File: src/rtl/msgTgtPkg.sv
package msgTgtPkg;

  typedef enum logic [1:0] {PH_IDLE, PH_WRITE, PH_READ} phaseT;
  typedef enum logic [1:0] {DSEL_KEEP, DSEL_ERR, DSEL_RSP} dataSelT;

  // Strobes issued by the control to the datapath in the execute cycle.
  typedef struct packed {
    logic       exec;
    logic [7:0] statusVal;
    dataSelT    dataSel;
    logic [7:0] errCode;
    logic       reqPush;
    logic       reqFinish;
    logic       wrClear;
    logic       rdAdvance;
    logic       rdClear;
    logic       rdTake;
  } strobeT;

  localparam logic [7:0] CC_GET_STATUS = 8'h40;
  localparam logic [7:0] CC_WR_START   = 8'h41;
  localparam logic [7:0] CC_WR_NEXT    = 8'h42;
  localparam logic [7:0] CC_WR_END     = 8'h43;
  localparam logic [7:0] CC_RD_START   = 8'h44;
  localparam logic [7:0] CC_RD_NEXT    = 8'h45;
  localparam logic [7:0] CC_RD_END     = 8'h46;
  localparam logic [7:0] STATUS_BIT    = 8'h80;
  localparam logic [7:0] ST_READY      = 8'hC0;

  localparam logic [7:0] ERR_NONE    = 8'h00;
  localparam logic [7:0] ERR_ABORT   = 8'h01;
  localparam logic [7:0] ERR_ILLEGAL = 8'h02;
  localparam logic [7:0] ERR_NORSP   = 8'h03;
  localparam logic [7:0] ERR_FULL    = 8'h05;

  localparam logic [1:0] OFS_DATA   = 2'd0;
  localparam logic [1:0] OFS_STATUS = 2'd1;
  localparam logic [1:0] OFS_FLAGS  = 2'd2;

endpackage

File: src/rtl/msgTgtCtrl.sv
module msgTgtCtrl
  import msgTgtPkg::*;
#(
  parameter int BUSY_CYCLES = 2
) (
  input  logic       clk,
  input  logic       rstN,
  input  logic [1:0] busAddr,
  input  logic       busWr,
  input  logic [7:0] busWdata,
  input  logic       msgAvail,
  input  logic       wrFull,
  input  logic       wrOvf,
  input  logic       rdPast,
  input  logic       rdLast,
  output strobeT     strb,
  output logic       busy,
  output logic       txReady,
  output logic       rxReady,
  output logic       dataWrEn
);

  localparam int CNT_W = (BUSY_CYCLES > 2) ? $clog2(BUSY_CYCLES) : 1;

  phaseT      phase, phaseNext;
  logic [7:0] code;
  logic       exec;
  logic       ctrlWrEn;
  logic       goWr;

  assign ctrlWrEn = busWr && (busAddr == OFS_STATUS) && !busy;
  assign dataWrEn = busWr && (busAddr == OFS_DATA) && !busy;
  assign goWr     = busWr && (busAddr == OFS_FLAGS) && busWdata[0] && !busy;

  always_ff @(posedge clk) begin
    if (!rstN)         code <= CC_GET_STATUS;
    else if (ctrlWrEn) code <= busWdata;
  end

  // Busy timer: a single-cycle variant needs no counter.
  generate
    if (BUSY_CYCLES <= 1) begin : gSingle
      always_ff @(posedge clk) begin
        if (!rstN)      busy <= 1'b0;
        else if (goWr)  busy <= 1'b1;
        else if (busy)  busy <= 1'b0;
      end
      assign exec = busy;
    end else begin : gMulti
      logic [CNT_W-1:0] cnt;
      always_ff @(posedge clk) begin
        if (!rstN) begin
          busy <= 1'b0;
          cnt  <= '0;
        end else if (goWr) begin
          busy <= 1'b1;
          cnt  <= CNT_W'(BUSY_CYCLES - 1);
        end else if (busy) begin
          if (cnt == '0) busy <= 1'b0;
          else           cnt  <= cnt - 1'b1;
        end
      end
      assign exec = busy && (cnt == '0);
    end
  endgenerate

  always_comb begin
    strb      = '0;
    phaseNext = phase;
    if (exec) begin
      strb.exec      = 1'b1;
      strb.statusVal = ST_READY;
      strb.dataSel   = DSEL_ERR;
      strb.errCode   = ERR_ILLEGAL;
      phaseNext      = PH_IDLE;
      if (phase == PH_IDLE) begin
        if (code == CC_GET_STATUS) begin
          strb.errCode = ERR_NONE;
        end else if (code == CC_WR_START) begin
          strb.statusVal = code | STATUS_BIT;
          strb.dataSel   = DSEL_KEEP;
          strb.reqPush   = 1'b1;
          phaseNext      = PH_WRITE;
        end else if (code == CC_RD_START) begin
          if (msgAvail) begin
            strb.statusVal = code | STATUS_BIT;
            strb.dataSel   = DSEL_RSP;
            strb.rdAdvance = 1'b1;
            phaseNext      = PH_READ;
          end else begin
            strb.errCode = ERR_NORSP;
          end
        end
      end else if (phase == PH_WRITE) begin
        if (code == CC_WR_NEXT) begin
          strb.statusVal = code | STATUS_BIT;
          strb.dataSel   = DSEL_KEEP;
          strb.reqPush   = 1'b1;
          phaseNext      = PH_WRITE;
        end else if (code == CC_WR_END) begin
          strb.statusVal = code | STATUS_BIT;
          strb.reqPush   = 1'b1;
          strb.errCode   = (wrOvf || wrFull) ? ERR_FULL : ERR_NONE;
          strb.reqFinish = !(wrOvf || wrFull);
          strb.wrClear   = 1'b1;
        end else begin
          if (code == CC_GET_STATUS) strb.errCode = ERR_ABORT;
          strb.wrClear = 1'b1;
        end
      end else begin
        if (code == CC_RD_NEXT && !rdPast) begin
          strb.statusVal = rdLast ? (CC_RD_END | STATUS_BIT) : (code | STATUS_BIT);
          strb.dataSel   = DSEL_RSP;
          strb.rdAdvance = 1'b1;
          phaseNext      = PH_READ;
        end else if (code == CC_RD_END) begin
          strb.errCode = ERR_NONE;
          strb.rdClear = 1'b1;
          strb.rdTake  = 1'b1;
        end else begin
          if (code == CC_GET_STATUS) strb.errCode = ERR_ABORT;
          strb.rdClear = 1'b1;
        end
      end
    end
  end

  always_ff @(posedge clk) begin
    if (!rstN) phase <= PH_IDLE;
    else       phase <= phaseNext;
  end

  assign txReady = !busy && (phase != PH_READ);
  assign rxReady = !busy && ((phase == PH_READ) || ((phase == PH_IDLE) && msgAvail));


  readNeedsMsg_chk: assert property (@(posedge clk) disable iff (!rstN)
    (phase == PH_READ) |-> msgAvail);


  codeHeld_chk: assert property (@(posedge clk) disable iff (!rstN)
    busy |=> $stable(code));

endmodule

File: src/rtl/msgTgtDatapath.sv
module msgTgtDatapath
  import msgTgtPkg::*;
#(
  parameter int DEPTH = 80,
  parameter int IDX_W = 7
) (
  input  logic             clk,
  input  logic             rstN,
  input  strobeT           strb,
  input  logic             dataWrEn,
  input  logic [7:0]       busWdata,
  input  logic [1:0]       busAddr,
  input  logic             busRd,
  input  logic             busy,
  input  logic             txReady,
  input  logic             rxReady,
  input  logic             rspAvail,
  input  logic [IDX_W-1:0] rspLen,
  input  logic [7:0]       rspData,
  output logic [7:0]       busRdata,
  output logic             msgAvail,
  output logic             wrFull,
  output logic             wrOvf,
  output logic             rdPast,
  output logic             rdLast,
  output logic             reqWe,
  output logic [IDX_W-1:0] reqAddr,
  output logic [7:0]       reqData,
  output logic             reqDone,
  output logic [IDX_W-1:0] reqLen,
  output logic [IDX_W-1:0] rspAddr,
  output logic             rspTaken
);

  logic [7:0]       dataReg;
  logic [7:0]       statusReg;
  logic [IDX_W-1:0] wrIdx;
  logic [IDX_W-1:0] rdIdx;
  logic [IDX_W-1:0] rdLen;
  logic [7:0]       flagsVal;

  always_ff @(posedge clk) begin
    if (!rstN) begin
      dataReg   <= ERR_NONE;
      statusReg <= ST_READY;
    end else if (strb.exec) begin
      statusReg <= strb.statusVal;
      case (strb.dataSel)
        DSEL_ERR: dataReg <= strb.errCode;
        DSEL_RSP: dataReg <= rspData;
        default:  dataReg <= dataReg;
      endcase
    end else if (dataWrEn) begin
      dataReg <= busWdata;
    end
  end

  assign wrFull = (wrIdx == IDX_W'(DEPTH));

  always_ff @(posedge clk) begin
    if (!rstN || strb.wrClear) begin
      wrIdx <= '0;
      wrOvf <= 1'b0;
    end else if (strb.reqPush) begin
      if (wrFull) wrOvf <= 1'b1;
      else        wrIdx <= wrIdx + IDX_W'(1);
    end
  end

  assign reqWe   = strb.reqPush && !wrFull;
  assign reqAddr = wrIdx;
  assign reqData = dataReg;
  assign reqDone = strb.reqFinish;
  assign reqLen  = wrIdx + IDX_W'(1);

  always_ff @(posedge clk) begin
    if (!rstN || strb.rdClear) rdIdx <= '0;
    else if (strb.rdAdvance)   rdIdx <= rdIdx + IDX_W'(1);
  end

  always_ff @(posedge clk) begin
    if (!rstN) begin
      msgAvail <= 1'b0;
      rdLen    <= '0;
    end else if (strb.rdTake) begin
      msgAvail <= 1'b0;
    end else if (rspAvail && !msgAvail) begin
      msgAvail <= 1'b1;
      rdLen    <= rspLen;
    end
  end

  assign rdPast   = (rdIdx >= rdLen);
  assign rdLast   = ((rdIdx + IDX_W'(1)) == rdLen);
  assign rspAddr  = rdIdx;
  assign rspTaken = strb.rdTake;

  assign flagsVal = {rxReady, txReady, 3'b000, msgAvail, 1'b0, busy};

  always_comb begin
    busRdata = 8'h00;
    if (busRd) begin
      case (busAddr)
        OFS_DATA:   busRdata = dataReg;
        OFS_STATUS: busRdata = statusReg;
        OFS_FLAGS:  busRdata = flagsVal;
        default:    busRdata = 8'h00;
      endcase
    end
  end


  flagsNotOnes_chk: assert property (@(posedge clk) disable iff (!rstN)
    (busRd && busAddr == OFS_FLAGS) |-> (busRdata != 8'hFF));


  statusHigh_chk: assert property (@(posedge clk) disable iff (!rstN)
    statusReg[7]);


  dataHeldBusy_chk: assert property (@(posedge clk) disable iff (!rstN)
    (busy && !strb.exec) |=> $stable(dataReg));


  reqInRange_chk: assert property (@(posedge clk) disable iff (!rstN)
    reqWe |-> (reqAddr < IDX_W'(DEPTH)));


  msgDropOnTake_chk: assert property (@(posedge clk) disable iff (!rstN)
    $fell(msgAvail) |-> $past(strb.rdTake));

endmodule

File: src/rtl/msgPortTarget.sv
module msgPortTarget
  import msgTgtPkg::*;
#(
  parameter  int DEPTH       = 80,
  parameter  int BUSY_CYCLES = 2,
  localparam int IDX_W       = $clog2(DEPTH + 1)
) (
  input  logic             clk,
  input  logic             rstN,
  input  logic [1:0]       busAddr,
  input  logic             busRd,
  input  logic             busWr,
  input  logic [7:0]       busWdata,
  output logic [7:0]       busRdata,
  output logic             reqWe,
  output logic [IDX_W-1:0] reqAddr,
  output logic [7:0]       reqData,
  output logic             reqDone,
  output logic [IDX_W-1:0] reqLen,
  input  logic             rspAvail,
  input  logic [IDX_W-1:0] rspLen,
  output logic [IDX_W-1:0] rspAddr,
  input  logic [7:0]       rspData,
  output logic             rspTaken
);

  strobeT strb;
  logic   busy, txReady, rxReady, dataWrEn;
  logic   msgAvail, wrFull, wrOvf, rdPast, rdLast;

  msgTgtCtrl #(.BUSY_CYCLES(BUSY_CYCLES)) ctrl_i (
    .clk(clk), .rstN(rstN), .busAddr(busAddr), .busWr(busWr), .busWdata(busWdata),
    .msgAvail(msgAvail), .wrFull(wrFull), .wrOvf(wrOvf), .rdPast(rdPast), .rdLast(rdLast),
    .strb(strb), .busy(busy), .txReady(txReady), .rxReady(rxReady), .dataWrEn(dataWrEn)
  );

  msgTgtDatapath #(.DEPTH(DEPTH), .IDX_W(IDX_W)) dp_i (
    .clk(clk), .rstN(rstN), .strb(strb), .dataWrEn(dataWrEn), .busWdata(busWdata),
    .busAddr(busAddr), .busRd(busRd), .busy(busy), .txReady(txReady), .rxReady(rxReady),
    .rspAvail(rspAvail), .rspLen(rspLen), .rspData(rspData), .busRdata(busRdata),
    .msgAvail(msgAvail), .wrFull(wrFull), .wrOvf(wrOvf), .rdPast(rdPast), .rdLast(rdLast),
    .reqWe(reqWe), .reqAddr(reqAddr), .reqData(reqData), .reqDone(reqDone), .reqLen(reqLen),
    .rspAddr(rspAddr), .rspTaken(rspTaken)
  );

endmodule

File: config.mk
export PLATFORM = sky130hd
export DESIGN_NAME = msgPortTarget
export DESIGN_NICKNAME = d
export VERILOG_FILES = /design/src/rtl/msgTgtPkg.sv /design/src/rtl/msgTgtCtrl.sv /design/src/rtl/msgTgtDatapath.sv /design/src/rtl/msgPortTarget.sv
export SDC_FILE = /design/constraint.sdc
export NUM_CORES = 1
export LEC_CHECK = 0
export CORE_ASPECT_RATIO = 1.2
export CORE_MARGIN = 3
export CORE_UTILIZATION = 30
export CTS_CLUSTER_SIZE = 24
export DETAILED_ROUTE_END_ITERATION = 16
export SYNTH_ARGS = -nofsm -noshare
export SYNTH_HDL_FRONTEND = slang
export SYNTH_SLANG_ARGS = --single-unit
File: constraint.sdc
create_clock -name clk -period 5.1 [get_ports clk]
set_clock_uncertainty 0.1 [all_clocks]
set_input_delay 0.51 -clock clk [delete_from_list [all_inputs] [get_ports clk]]
set_output_delay 0.51 -clock clk [all_outputs]
set_load 0.02 [all_outputs]
==> flow_metrics.tcl <==
set metrics [dict create \
    clkSinkCount 51 \
    via_per_inst 5.14 \
    std_cell_rows 38 \
    total_power_uw 795 \
    setup.worst_path.start_class "flop" \
    finalHoldViolCount 0 \
    final_layout_size_suffix_gt1_share_pct 4.61 \
    htree_levels 2 \
    grt_pass1_vias 2534 \
    setup.worst_path.end_class "primary output" \
    design.core.area_um2 9220 \
    synth-seq-area-share_pct 35.1 \
    drc_errors 0 \
    drtIter0Drc 168 \
    cp.arrival_ns 2.92 \
    period_needed_ns 3.53 \
    worst-setup-path-type "flop to primary output" \
    fillers 969 \
    cts_hold_buf 0 \
    grt-ovfl-total 0 \
    numCtsBuffers 5 \
    synth_cells 353 \
    setup_slack_ns 1.57 \
    netlist_top_cells_count "51 x dfxtp_1, 46 x nor2_1, 33 x nand2_1" \
    ant_nets 0 \
    status "finished clean" \
    vias 2733 \
    muxShareOfSynthArea_pct 6.88 \
    io_pins 70 \
    synth-simple-area-share_pct 24.4 \
    dieHeight_um 114 \
    holdCritStartpoint "dp_i.statusReg[7]$_SDFFE_PN1P_" \
    synth_edf_count 0 \
    synth.avg_cell_area_um2 8.24 \
    synth_nets 393 \
    synth_xor_area_share_pct 6.33 \
    critical_path_required_ns 4.49 \
    antenna_found_initial 0 \
    regToRegStartpoint "dp_i.rspAddr[2]$_SDFFE_PP0P_" \
    crit_fanout 6 \
    synthTopCellsByArea "dfxtp_1 35%, mux2i_1 6.9%, nor2_1 5.9%" \
    grt_start_max_net_pins 24 \
    finalInstanceArea_um2 3780 \
    min_to "dp_i.statusReg[7]$_SDFFE_PN1P_" \
    fmax_ghz 0.284 \
    multi_input_area_um2 1760 \
    clock_latency_ns 0.32 \
    synth_compound_area_share_pct 18.7 \
    post-place-cells 524 \
    finalSetupTns_ns 0 \
    drt-total-wl_mm 7.90 \
    power_density_nw_per_um2 210 \
    reg2reg_to "dp_i.rspAddr[4]$_SDFFE_PP0P_" \
    path_clk_slew_ns 0.11 \
    holdPathStages 1 \
    gp_congestion 0.876 \
    synthToLayoutAreaGrowth_pct 29.9 \
    synth_most_common_cell "dfxtp_1" \
    numPortBuffers 69 \
    grt_pass1_wl_mm 13.0 \
    diodes 0 \
    grtUsageTotal_pct 15.0 \
    detailedPlace.worstSlack_ns 1.91 \
    die_area_um2 10900 \
    synth-async-reset-ratio_pct 0 \
    tightest_slew_ns 0.955 \
    yosysUniqueCellTypes 54 \
    p_leak_nw 1.39 \
    yosysWarnings 0 \
    post_cts_buffers 0 \
    post_drt_wl_per_cell_um 14.8 \
    fin_crit_sh_pct 69.1 \
    cts_resized 0 \
    ys.flop_type "dfxtp_1" \
    hold_path_class "flop to flop" \
    rsz0062_at_grt "false" \
    reg2reg_depth 7 \
    setup_violations 0 \
    dp_hpwl_mm 5.98 \
    slew_viol_final 0 \
    cts_root_buf "clkbuf_8" \
    r2r_slack_ns 2.07 \
    synth_seq_cells 51 \
    die_w_um 95.9 \
    fin_cells 532 \
    synth_top_cell_by_area "dfxtp_1" \
    utilization_pct 41.0 \
    synth_adder_area_share_pct 4.30 \
    cap_violations 0 \
    regArea_um2 1020 \
    yosysTopAreaCellShare_pct 35.1 \
    syn-cell-area_um2 2910 \
    slew_headroom_pct 35.8 \
    ir_drop_mv 0.111 \
    final_nets 451 \
    placed_cell_area_um2 3680 \
    cts_tree "done" \
    synth_top_family_by_area "simple AND/OR/NAND/NOR gates" \
    holdWs_ns 0.360 \
    initial_core_util_pct 31.5 \
    clockBufferDepth 2 \
    dr.pass1.iters 4 \
]
-- cell families after synthesis --
| family | after synthesis |
|---|---|
| adders and majority gates | 10 |
| and+or+nand+nor | 140 |
| DFF | 51 |
| buffers and inverters | 33 |
| xor gates and xnor gates | 21 |
| muxes | 20 |
| AOI/OAI and AO/OA | 78 |
-- layout by cell type (no fill, tap or decap), types with 5 or more instances in the layout --
master and n:
xor2_1 10, nand2_1 33, o21ai_0 20, dfxtp_1 51, a221oi_1 5, nand4_1 6
ha_1 10, a21oi_1 21, a31oi_1 5, xnor2_1 11, nand3_1 9, nand2b_1 6
mux2i_1 20, clkdlybuf4s50_1 69, nor3_1 8, nor2_1 46, or3_1 5, inv_1 14
and3_1 6, clkbuf_8 5
-- worst max-delay path: stages, from the launching register on --
cell,delay (ns)
dfxtp_1,0.32
or4b_4,0.57
or4_1,0.51
nor4_4,0.51
clkdlybuf4s50_1,0.69
-- cell type report --
class	count	area share [%]
Timing Repair Buffer	70	18.5
Tap cell	120	3.97
Clock inverter	3	0.695
Clock buffer	5	1.82
Inverter	14	1.39
Multi-Input combinational cell	269	46.6
Sequential cell	51	27.0
-- per-layer routing --
layer	vias up	global-route usage, %	share of wire [%]
met2	75	24.1	47
met1	1280	20.8	45
met5	-	0	0
li1	1370	-	-
met3	8	3.03	6.7
met4	0	3.13	0.99
-- where the power goes --
part	total [mW]	internal (mW)	switching [mW]	leakage (nW)
clock network	0.250	0.101	0.149	0.0491
logic	0.122	0.0593	0.0630	0.927
registers	0.422	0.410	0.0126	0.414
total	0.795	0.570	0.225	1.39
-- worst max path at each step --
stage | start | end | slack, ns | depth (start not counted)
floorplan | ctrl_i.code[3]$_SDFFE_PN0P_ | reqDone | 2.33 | 5
global placement | ctrl_i.code[3]$_SDFFE_PN0P_ | reqWe | 1.92 | 4
detailed placement | ctrl_i.code[3]$_SDFFE_PN0P_ | reqWe | 1.91 | 4
CTS | ctrl_i.code[3]$_SDFFE_PN0P_ | reqWe | 1.56 | 4
global route | ctrl_i.code[3]$_SDFFE_PN0P_ | reqWe | 1.46 | 4
finish | ctrl_i.code[3]$_SDFFE_PN0P_ | reqWe | 1.57 | 4
-- flip-flops by register name, indices dropped and copies added, names as in the netlist, 2 cells and up --
name	cells
dp_i.rspAddr	7
dp_i.reqAddr	7
dp_i.statusReg	8
ctrl_i.phase	2
dp_i.rdLen	7
dp_i.reqData	8
ctrl_i.code	8
Power figures use the tool's default switching activity.
